===== src/rtl/scanout_pkg.sv =====
package scanout_pkg;
  localparam logic REG_SEL_BASE = 1'b0;
  localparam logic REG_SEL_CTRL = 1'b1;
  localparam int   CTRL_EN_BIT  = 0;
  localparam int   CTRL_ROT_BIT = 1;

  typedef struct packed {
    logic en;
    logic rot;
  } scan_ctrl_t;
endpackage


===== src/rtl/scanout_regs.sv =====
module scanout_regs
  import scanout_pkg::*;
#(
  parameter int ADDR_W   = 32,
  parameter int DATA_W   = 32,
  parameter int LOW_BITS = 21,
  localparam int KEEP_W  = ADDR_W - LOW_BITS
) (
  input  logic              clk,
  input  logic              rst,
  input  logic              we,
  input  logic              sel,
  input  logic [DATA_W-1:0] wdata,
  output logic [DATA_W-1:0] rdata,
  input  logic              frame_start,
  output logic [KEEP_W-1:0] base_eff,
  output scan_ctrl_t        ctrl_eff
);
  logic [KEEP_W-1:0] base_shadow, base_act;
  scan_ctrl_t        ctrl_shadow, ctrl_act;

  // Processor-visible shadow copies
  always_ff @(posedge clk) begin
    if (rst) begin
      base_shadow <= '0;
      ctrl_shadow <= '0;
    end else if (we) begin
      if (sel == REG_SEL_BASE) base_shadow <= wdata[ADDR_W-1:LOW_BITS];
      else begin
        ctrl_shadow.en  <= wdata[CTRL_EN_BIT];
        ctrl_shadow.rot <= wdata[CTRL_ROT_BIT];
      end
    end
  end

  // Scanning copies, refreshed only at the first pixel of a frame
  always_ff @(posedge clk) begin
    if (rst) begin
      base_act <= '0;
      ctrl_act <= '0;
    end else if (frame_start) begin
      base_act <= base_shadow;
      ctrl_act <= ctrl_shadow;
    end
  end

  assign base_eff = frame_start ? base_shadow : base_act;
  assign ctrl_eff = frame_start ? ctrl_shadow : ctrl_act;

  always_ff @(posedge clk) begin
    if (rst) rdata <= '0;
    else if (sel == REG_SEL_BASE) rdata <= {base_shadow, {LOW_BITS{1'b0}}};
    else begin
      rdata <= '0;
      rdata[CTRL_EN_BIT]  <= ctrl_shadow.en;
      rdata[CTRL_ROT_BIT] <= ctrl_shadow.rot;
    end
  end
endmodule


===== src/rtl/scanout_addr.sv =====
module scanout_addr
  import scanout_pkg::*;
#(
  parameter int H_ACTIVE    = 640,
  parameter int V_ACTIVE    = 480,
  parameter int PITCH_WORDS = 1024,
  parameter int ADDR_W      = 32,
  parameter int BYTE_BITS   = 2,
  localparam int COL_W  = $clog2(PITCH_WORDS),
  localparam int ROW_W  = $clog2(V_ACTIVE),
  localparam int KEEP_W = ADDR_W - ROW_W - COL_W - BYTE_BITS
) (
  input  logic              clk,
  input  logic              rst,
  input  logic              strobe,
  input  logic [COL_W-1:0]  col,
  input  logic [ROW_W-1:0]  row,
  input  logic [KEEP_W-1:0] base,
  input  scan_ctrl_t        ctrl,
  output logic              req,
  output logic [ADDR_W-1:0] addr
);
  localparam logic [COL_W-1:0] COL_LAST = COL_W'(H_ACTIVE - 1);
  localparam logic [ROW_W-1:0] ROW_LAST = ROW_W'(V_ACTIVE - 1);

  logic             in_range;
  logic [COL_W-1:0] col_sel;
  logic [ROW_W-1:0] row_sel;

  always_comb begin
    in_range = ({1'b0, col} < (COL_W+1)'(H_ACTIVE)) &&
               ({1'b0, row} < (ROW_W+1)'(V_ACTIVE));
    col_sel  = ctrl.rot ? (COL_LAST - col) : col;
    row_sel  = ctrl.rot ? (ROW_LAST - row) : row;
  end

  always_ff @(posedge clk) begin
    if (rst) begin
      req  <= 1'b0;
      addr <= '0;
    end else begin
      req <= strobe && ctrl.en && in_range;
      if (strobe && ctrl.en && in_range)
        addr <= {base, row_sel, col_sel, {BYTE_BITS{1'b0}}};
    end
  end
endmodule


===== src/rtl/scanout_unpack.sv =====
module scanout_unpack #(
  parameter int DATA_W = 32,
  parameter int CH_W   = 8
) (
  input  logic              clk,
  input  logic              rst,
  input  logic              rvalid,
  input  logic [DATA_W-1:0] rdata,
  output logic [CH_W-1:0]   red,
  output logic [CH_W-1:0]   green,
  output logic [CH_W-1:0]   blue,
  output logic              valid
);
  always_ff @(posedge clk) begin
    if (rst || !rvalid) begin
      red   <= '0;
      green <= '0;
      blue  <= '0;
      valid <= 1'b0;
    end else begin
      red   <= rdata[3*CH_W-1:2*CH_W];
      green <= rdata[2*CH_W-1:CH_W];
      blue  <= rdata[CH_W-1:0];
      valid <= 1'b1;
    end
  end
endmodule


===== src/rtl/scanout_fetch.sv =====
module scanout_fetch
  import scanout_pkg::*;
#(
  parameter int H_ACTIVE    = 640,
  parameter int V_ACTIVE    = 480,
  parameter int PITCH_WORDS = 1024,
  parameter int ADDR_W      = 32,
  parameter int DATA_W      = 32,
  parameter int CH_W        = 8,
  localparam int COL_W     = $clog2(PITCH_WORDS),
  localparam int ROW_W     = $clog2(V_ACTIVE),
  localparam int BYTE_BITS = $clog2(DATA_W/8),
  localparam int LOW_BITS  = ROW_W + COL_W + BYTE_BITS,
  localparam int KEEP_W    = ADDR_W - LOW_BITS
) (
  input  logic              clk,
  input  logic              rst,
  input  logic              reg_we,
  input  logic              reg_addr,
  input  logic [DATA_W-1:0] reg_wdata,
  output logic [DATA_W-1:0] reg_rdata,
  input  logic              pix_strobe,
  input  logic [COL_W-1:0]  pix_col,
  input  logic [ROW_W-1:0]  pix_row,
  output logic              mem_req,
  output logic [ADDR_W-1:0] mem_addr,
  input  logic              mem_rvalid,
  input  logic [DATA_W-1:0] mem_rdata,
  output logic [CH_W-1:0]   red,
  output logic [CH_W-1:0]   green,
  output logic [CH_W-1:0]   blue,
  output logic              rgb_valid
);
  logic              frame_start;
  logic [KEEP_W-1:0] base_eff;
  scan_ctrl_t        ctrl_eff;

  assign frame_start = pix_strobe && (pix_col == '0) && (pix_row == '0);

  scanout_regs #(
    .ADDR_W(ADDR_W), .DATA_W(DATA_W), .LOW_BITS(LOW_BITS)
  ) u_regs (
    .clk(clk), .rst(rst), .we(reg_we), .sel(reg_addr), .wdata(reg_wdata),
    .rdata(reg_rdata), .frame_start(frame_start),
    .base_eff(base_eff), .ctrl_eff(ctrl_eff)
  );

  scanout_addr #(
    .H_ACTIVE(H_ACTIVE), .V_ACTIVE(V_ACTIVE), .PITCH_WORDS(PITCH_WORDS),
    .ADDR_W(ADDR_W), .BYTE_BITS(BYTE_BITS)
  ) u_addr (
    .clk(clk), .rst(rst), .strobe(pix_strobe), .col(pix_col), .row(pix_row),
    .base(base_eff), .ctrl(ctrl_eff), .req(mem_req), .addr(mem_addr)
  );

  scanout_unpack #(.DATA_W(DATA_W), .CH_W(CH_W)) u_unpack (
    .clk(clk), .rst(rst), .rvalid(mem_rvalid), .rdata(mem_rdata),
    .red(red), .green(green), .blue(blue), .valid(rgb_valid)
  );
endmodule


===== config.mk =====
export PLATFORM = sky130hd
export DESIGN_NAME = scanout_fetch
export DESIGN_NICKNAME = d
export VERILOG_FILES = /design/src/rtl/scanout_pkg.sv /design/src/rtl/scanout_regs.sv /design/src/rtl/scanout_addr.sv /design/src/rtl/scanout_unpack.sv /design/src/rtl/scanout_fetch.sv
export SDC_FILE = /design/constraint.sdc
export NUM_CORES = 1
export LEC_CHECK = 0
export BUFFER_PORTS_ARGS = -buffer_cell sky130_fd_sc_hd__buf_2
export CORE_MARGIN = 2
export CORE_UTILIZATION = 30
export DETAILED_ROUTE_END_ITERATION = 7
export GPL_TIMING_DRIVEN = 0
export PLACE_DENSITY_LB_ADDON = 0.05
export SYNTH_ARGS = -nofsm -noshare
export SYNTH_HDL_FRONTEND = slang
export SYNTH_HIERARCHICAL = 1
export SYNTH_SLANG_ARGS = --single-unit
export TNS_END_PERCENT = 100

===== constraint.sdc =====
create_clock -name clk -period 2.5 [get_ports clk]
set_input_delay 0.25 -clock clk [delete_from_list [all_inputs] [get_ports clk]]
set_output_delay 0.25 -clock clk [all_outputs]
set_load 0.02 [all_outputs]

==> impl_metrics.py <==
metrics = {
    "yosys": {
        "synth_edf_count": 0,
        "synth_area_per_cell_um2": 11.1,
        "synth_top_area_cell": "dfxtp_1",
        "ys_warn_count": 6,
        "synth_top_area_share_pct": 47.3,
        "synthFlopType": "dfxtp_1",
        "ys_ff_latch": 95,
        "yosys-top-cells-count": "dfxtp_1, nand2b_1, and3b_1, buf_4, a31oi_1",
        "synth.yosys.seq_area_share_pct": 47.3,
        "postSynthCellCount": 364,
        "ys_async_sr_fraction_pct": 0,
        "ys_top_cells_by_area": "dfxtp_1, nand2b_1, and3b_1",
        "netlist_area_um2": 4020,
        "yosysMostFrequentCell": "dfxtp_1",
        "synth_cell_types": 37,
    },
    "sta": {
        "maxSlewViolCount": 0,
        "fmax_mhz": 450,
        "rsz0062_at_grt": "false",
        "worst_slack_ns": 0.277,
        "tightest_slew_ns": 0.515,
        "min_period_ns": 2.22,
        "final_hold_viol_count": 0,
        "fin_worst_skew_ns": 0.00540,
        "max_slew_margin_pct": 65.7,
        "period_share_pct": 88.9,
        "setup_violations": 0,
    },
    "drt": {
        "vias": 3012,
        "antenna_left": 0,
        "viasPerCell": 4.27,
        "routed_wl_um": 9780,
        "drt_iter0_drc": 134,
        "routedWlPerCell_um": 13.9,
        "post-route-drc-count": 0,
        "drt-pass1-iter-count": 4,
    },
    "cts": {
        "cts-buffers-inserted": 9,
        "root_buffer": "clkbuf_16",
        "clk_latency_ns": 0.34,
        "cts_tree": "done",
        "hold_buffers": 0,
        "cts_max_level": 3,
        "clkTransAtPathRegs_ns": 0.07,
        "cts.path.max_buffers": 2,
        "clock-sinks": 95,
    },
    "critical_path": {
        "path_max_fanout": 10,
        "r2r-start": "u_regs/ctrl_shadow[1]",
        "cpMaxStageDelayCell": "nor4b_4",
        "critPathRequiredTime_ns": 2.76,
        "crit_path_frequent_cell": "buf_2",
        "path_cells": "buf_2, nor4b_4, nand3_1, nor2_4, buf_6, mux2_4, buf_4, buf_2, xnor2_1, a211oi_1",
        "crit_type": "primary input to flop",
        "reg2reg_to": "u_addr/addr[14]",
        "r2r_slack_ns": 0.86,
        "cp_data_arrival_time_ns": 2.48,
        "r2r_cells": 7,
        "cp_num_buf_inv": 4,
        "crit_path_start_kind": "primary input",
        "crit_family": "buffers and inverters",
        "max_stage_delay_ns": 0.33,
        "end_kind": "flop",
    },
    "placement": {
        "dp_slack_ns": -0.402,
        "gp_congestion": 0.725,
        "port_buffers": 130,
        "dp_hpwl_um": 7270,
    },
    "global_route": {
        "use_met3_pct": 3.18,
        "top_usage_layer": "met2",
        "grtUsageMet2_pct": 20.5,
        "grt_pass1_wl_um": 15400,
        "grt_use_met1_pct": 19.5,
        "overflow": 0,
        "grtUsageTotal_pct": 14.0,
        "grt_pass1_vias": 2961,
        "grt_max_degree": 17,
        "antenna_found_initial": 0,
    },
    "min_path": {
        "hold_path.startpoint": "mem_rdata[11]",
        "hold_path_end": "u_unpack/green[3]",
        "hold-path-cell-count": 2,
        "min_path_type": "primary input to flop",
    },
    "finish": {
        "drive_gt1_share_pct": 40.8,
        "utilization_pct": 40.7,
        "antennaDiodeCount": 0,
        "fin_nets": 616,
        "syn2layout_area_growth_pct": 33.6,
    },
    "floorplan": {
        "pin_count": 179,
        "rows": 42,
        "die_area_um2": 14400,
        "die_h_um": 120,
        "start_util_pct": 30.5,
        "die_w_um": 120,
        "fp.coreArea_um2": 13200,
    },
    "status": {
        "status": "complete, no violations",
    },
    "power_and_ir_drop": {
        "peakVddDrop_mv": 0.256,
        "p_leak_nw": 2.45,
        "combPwrFrac_pct": 8.1,
        "power.density_nw_per_um2": 679,
        "power_switching_w": 0.000789,
        "power.share.clock_pct": 49.2,
        "swShare_pct": 21.6,
        "power.total_w": 0.00365,
        "seqPwrFrac_pct": 42.7,
        "p_int_w": 0.00286,
    },
    "flow_run": {
        "cap_viol_max_count": 0,
    },
}
## worst reg2reg max path, cell delays in order, from the launching register on
cell	delay (ns)
dfxtp_1	0.33
mux2_2	0.28
and2_1	0.13
buf_2	0.17
and3_4	0.17
buf_6	0.15
buf_12	0.16
a211oi_2	0.18
## layer usage
metal	vias up	wire, µm
li1	1535	-
met1	1369	4800
met2	96	4200
met3	12	588
met4	0	186
met5	-	0
## power groups by stage
stage          combinational, W  sequential (W)  clock (W)
2_1_floorplan          0.000158         0.00161          0
3_3_place_gp           0.000295         0.00159          0
3_5_place_dp           0.000297         0.00159          0
4_1_cts                0.000297         0.00156    0.00184
5_1_grt                0.000325         0.00156    0.00192
6_report               0.000297         0.00156    0.00179
## area by class of cell
class | count | area, µm²
multi-input combinational | 238 | 1870
timing repair buffer | 130 | 651
fill | 1341 | 7820
clock buffer | 9 | 225
clock inverter | 7 | 166
buffer | 48 | 335
sequential | 95 | 1900
tap | 176 | 220
inverter | 2 | 7.51
## layout by cell type, fill, tap and decap left out, types with 2 or more instances in the layout
| cell | instances |
|---|---|
| buf_2 | 142 |
| dfxtp_1 | 95 |
| nand2b_1 | 38 |
| and3b_1 | 26 |
| buf_4 | 23 |
| conb_1 | 21 |
| a31oi_1 | 16 |
| mux2i_1 | 15 |
| xnor2_1 | 13 |
| nor2b_1 | 13 |
| and2_1 | 12 |
| nand4bb_1 | 11 |
| o21ai_1 | 11 |
| a211oi_1 | 10 |
| mux2_4 | 10 |
| clkbuf_16 | 9 |
| clkbuf_1 | 7 |
| nand3_1 | 5 |
| bufinv_16 | 5 |
| buf_6 | 5 |
| a211oi_2 | 5 |
| nor4_1 | 4 |
| a21bo_2 | 3 |
| nor2_1 | 3 |
| ha_1 | 3 |
| mux2_2 | 3 |
| nor2b_4 | 3 |
| nand2_1 | 2 |
| inv_1 | 2 |
| a21oi_1 | 2 |
## logic make-up (layout without fill, tap and decap cells)
| logic type | Yosys count | after routing | synth area share, % |
|---|---|---|---|
| adders and majority gates | 3 | 3 | 0.933 |
| DFF | 95 | 95 | 47.3 |
| xor gates and xnor gates | 14 | 14 | 3.05 |
| other | 2 | 21 | 0.187 |
| buffers and inverters | 50 | 196 | 8.52 |
| AOI/OAI and AO/OA | 50 | 50 | 9.11 |
| and+or+nand+nor | 122 | 122 | 22.6 |
| muxes | 28 | 28 | 8.30 |
## stage by stage
step	TNS, ns	std cells	cell area (µm²)	hold slack [ns]
global placement	-9.00	689	4970	0.460
CTS	0	705	5360	0.129
detailed placement	-8.70	689	4970	0.466
global route	0	705	5370	0.137
finish	0	705	5370	0.144
floorplan	0	383	4100	0.397
## worst max path at each step
stage,startpoint,endpoint,slack [ns],cells after the start
2_1_floorplan,pix_row[7],u_addr/addr[2],0.34,9
3_3_place_gp,pix_col[8],u_addr/addr[6],-0.40,10
3_5_place_dp,pix_col[8],u_addr/addr[6],-0.40,10
4_1_cts,pix_col[8],u_addr/addr[6],0.07,10
5_1_grt,pix_col[8],u_addr/addr[5],0.10,10
6_report,pix_col[8],u_addr/addr[7],0.28,10
## sequential cells by signal, summed over array words and instances, names as in the netlist
register,count
u_regs/base_act,11
u_addr/addr,30
u_unpack/valid,1
u_regs/rdata,13
u_unpack/red,8
u_regs/base_shadow,11
u_regs/ctrl_act,2
u_unpack/green,8
u_addr/req,1
u_regs/ctrl_shadow,2
u_unpack/blue,8
## timing repair
| item | CTS | global route |
|---|---|---|
| endpoints found under the setup margin | 9 | 9 |
| pin swaps | 0 | 0 |
| resized for setup | 1 | 2 |
| buffers inserted | 0 | 0 |
No activity file was read; power rests on OpenSTA's default activity.
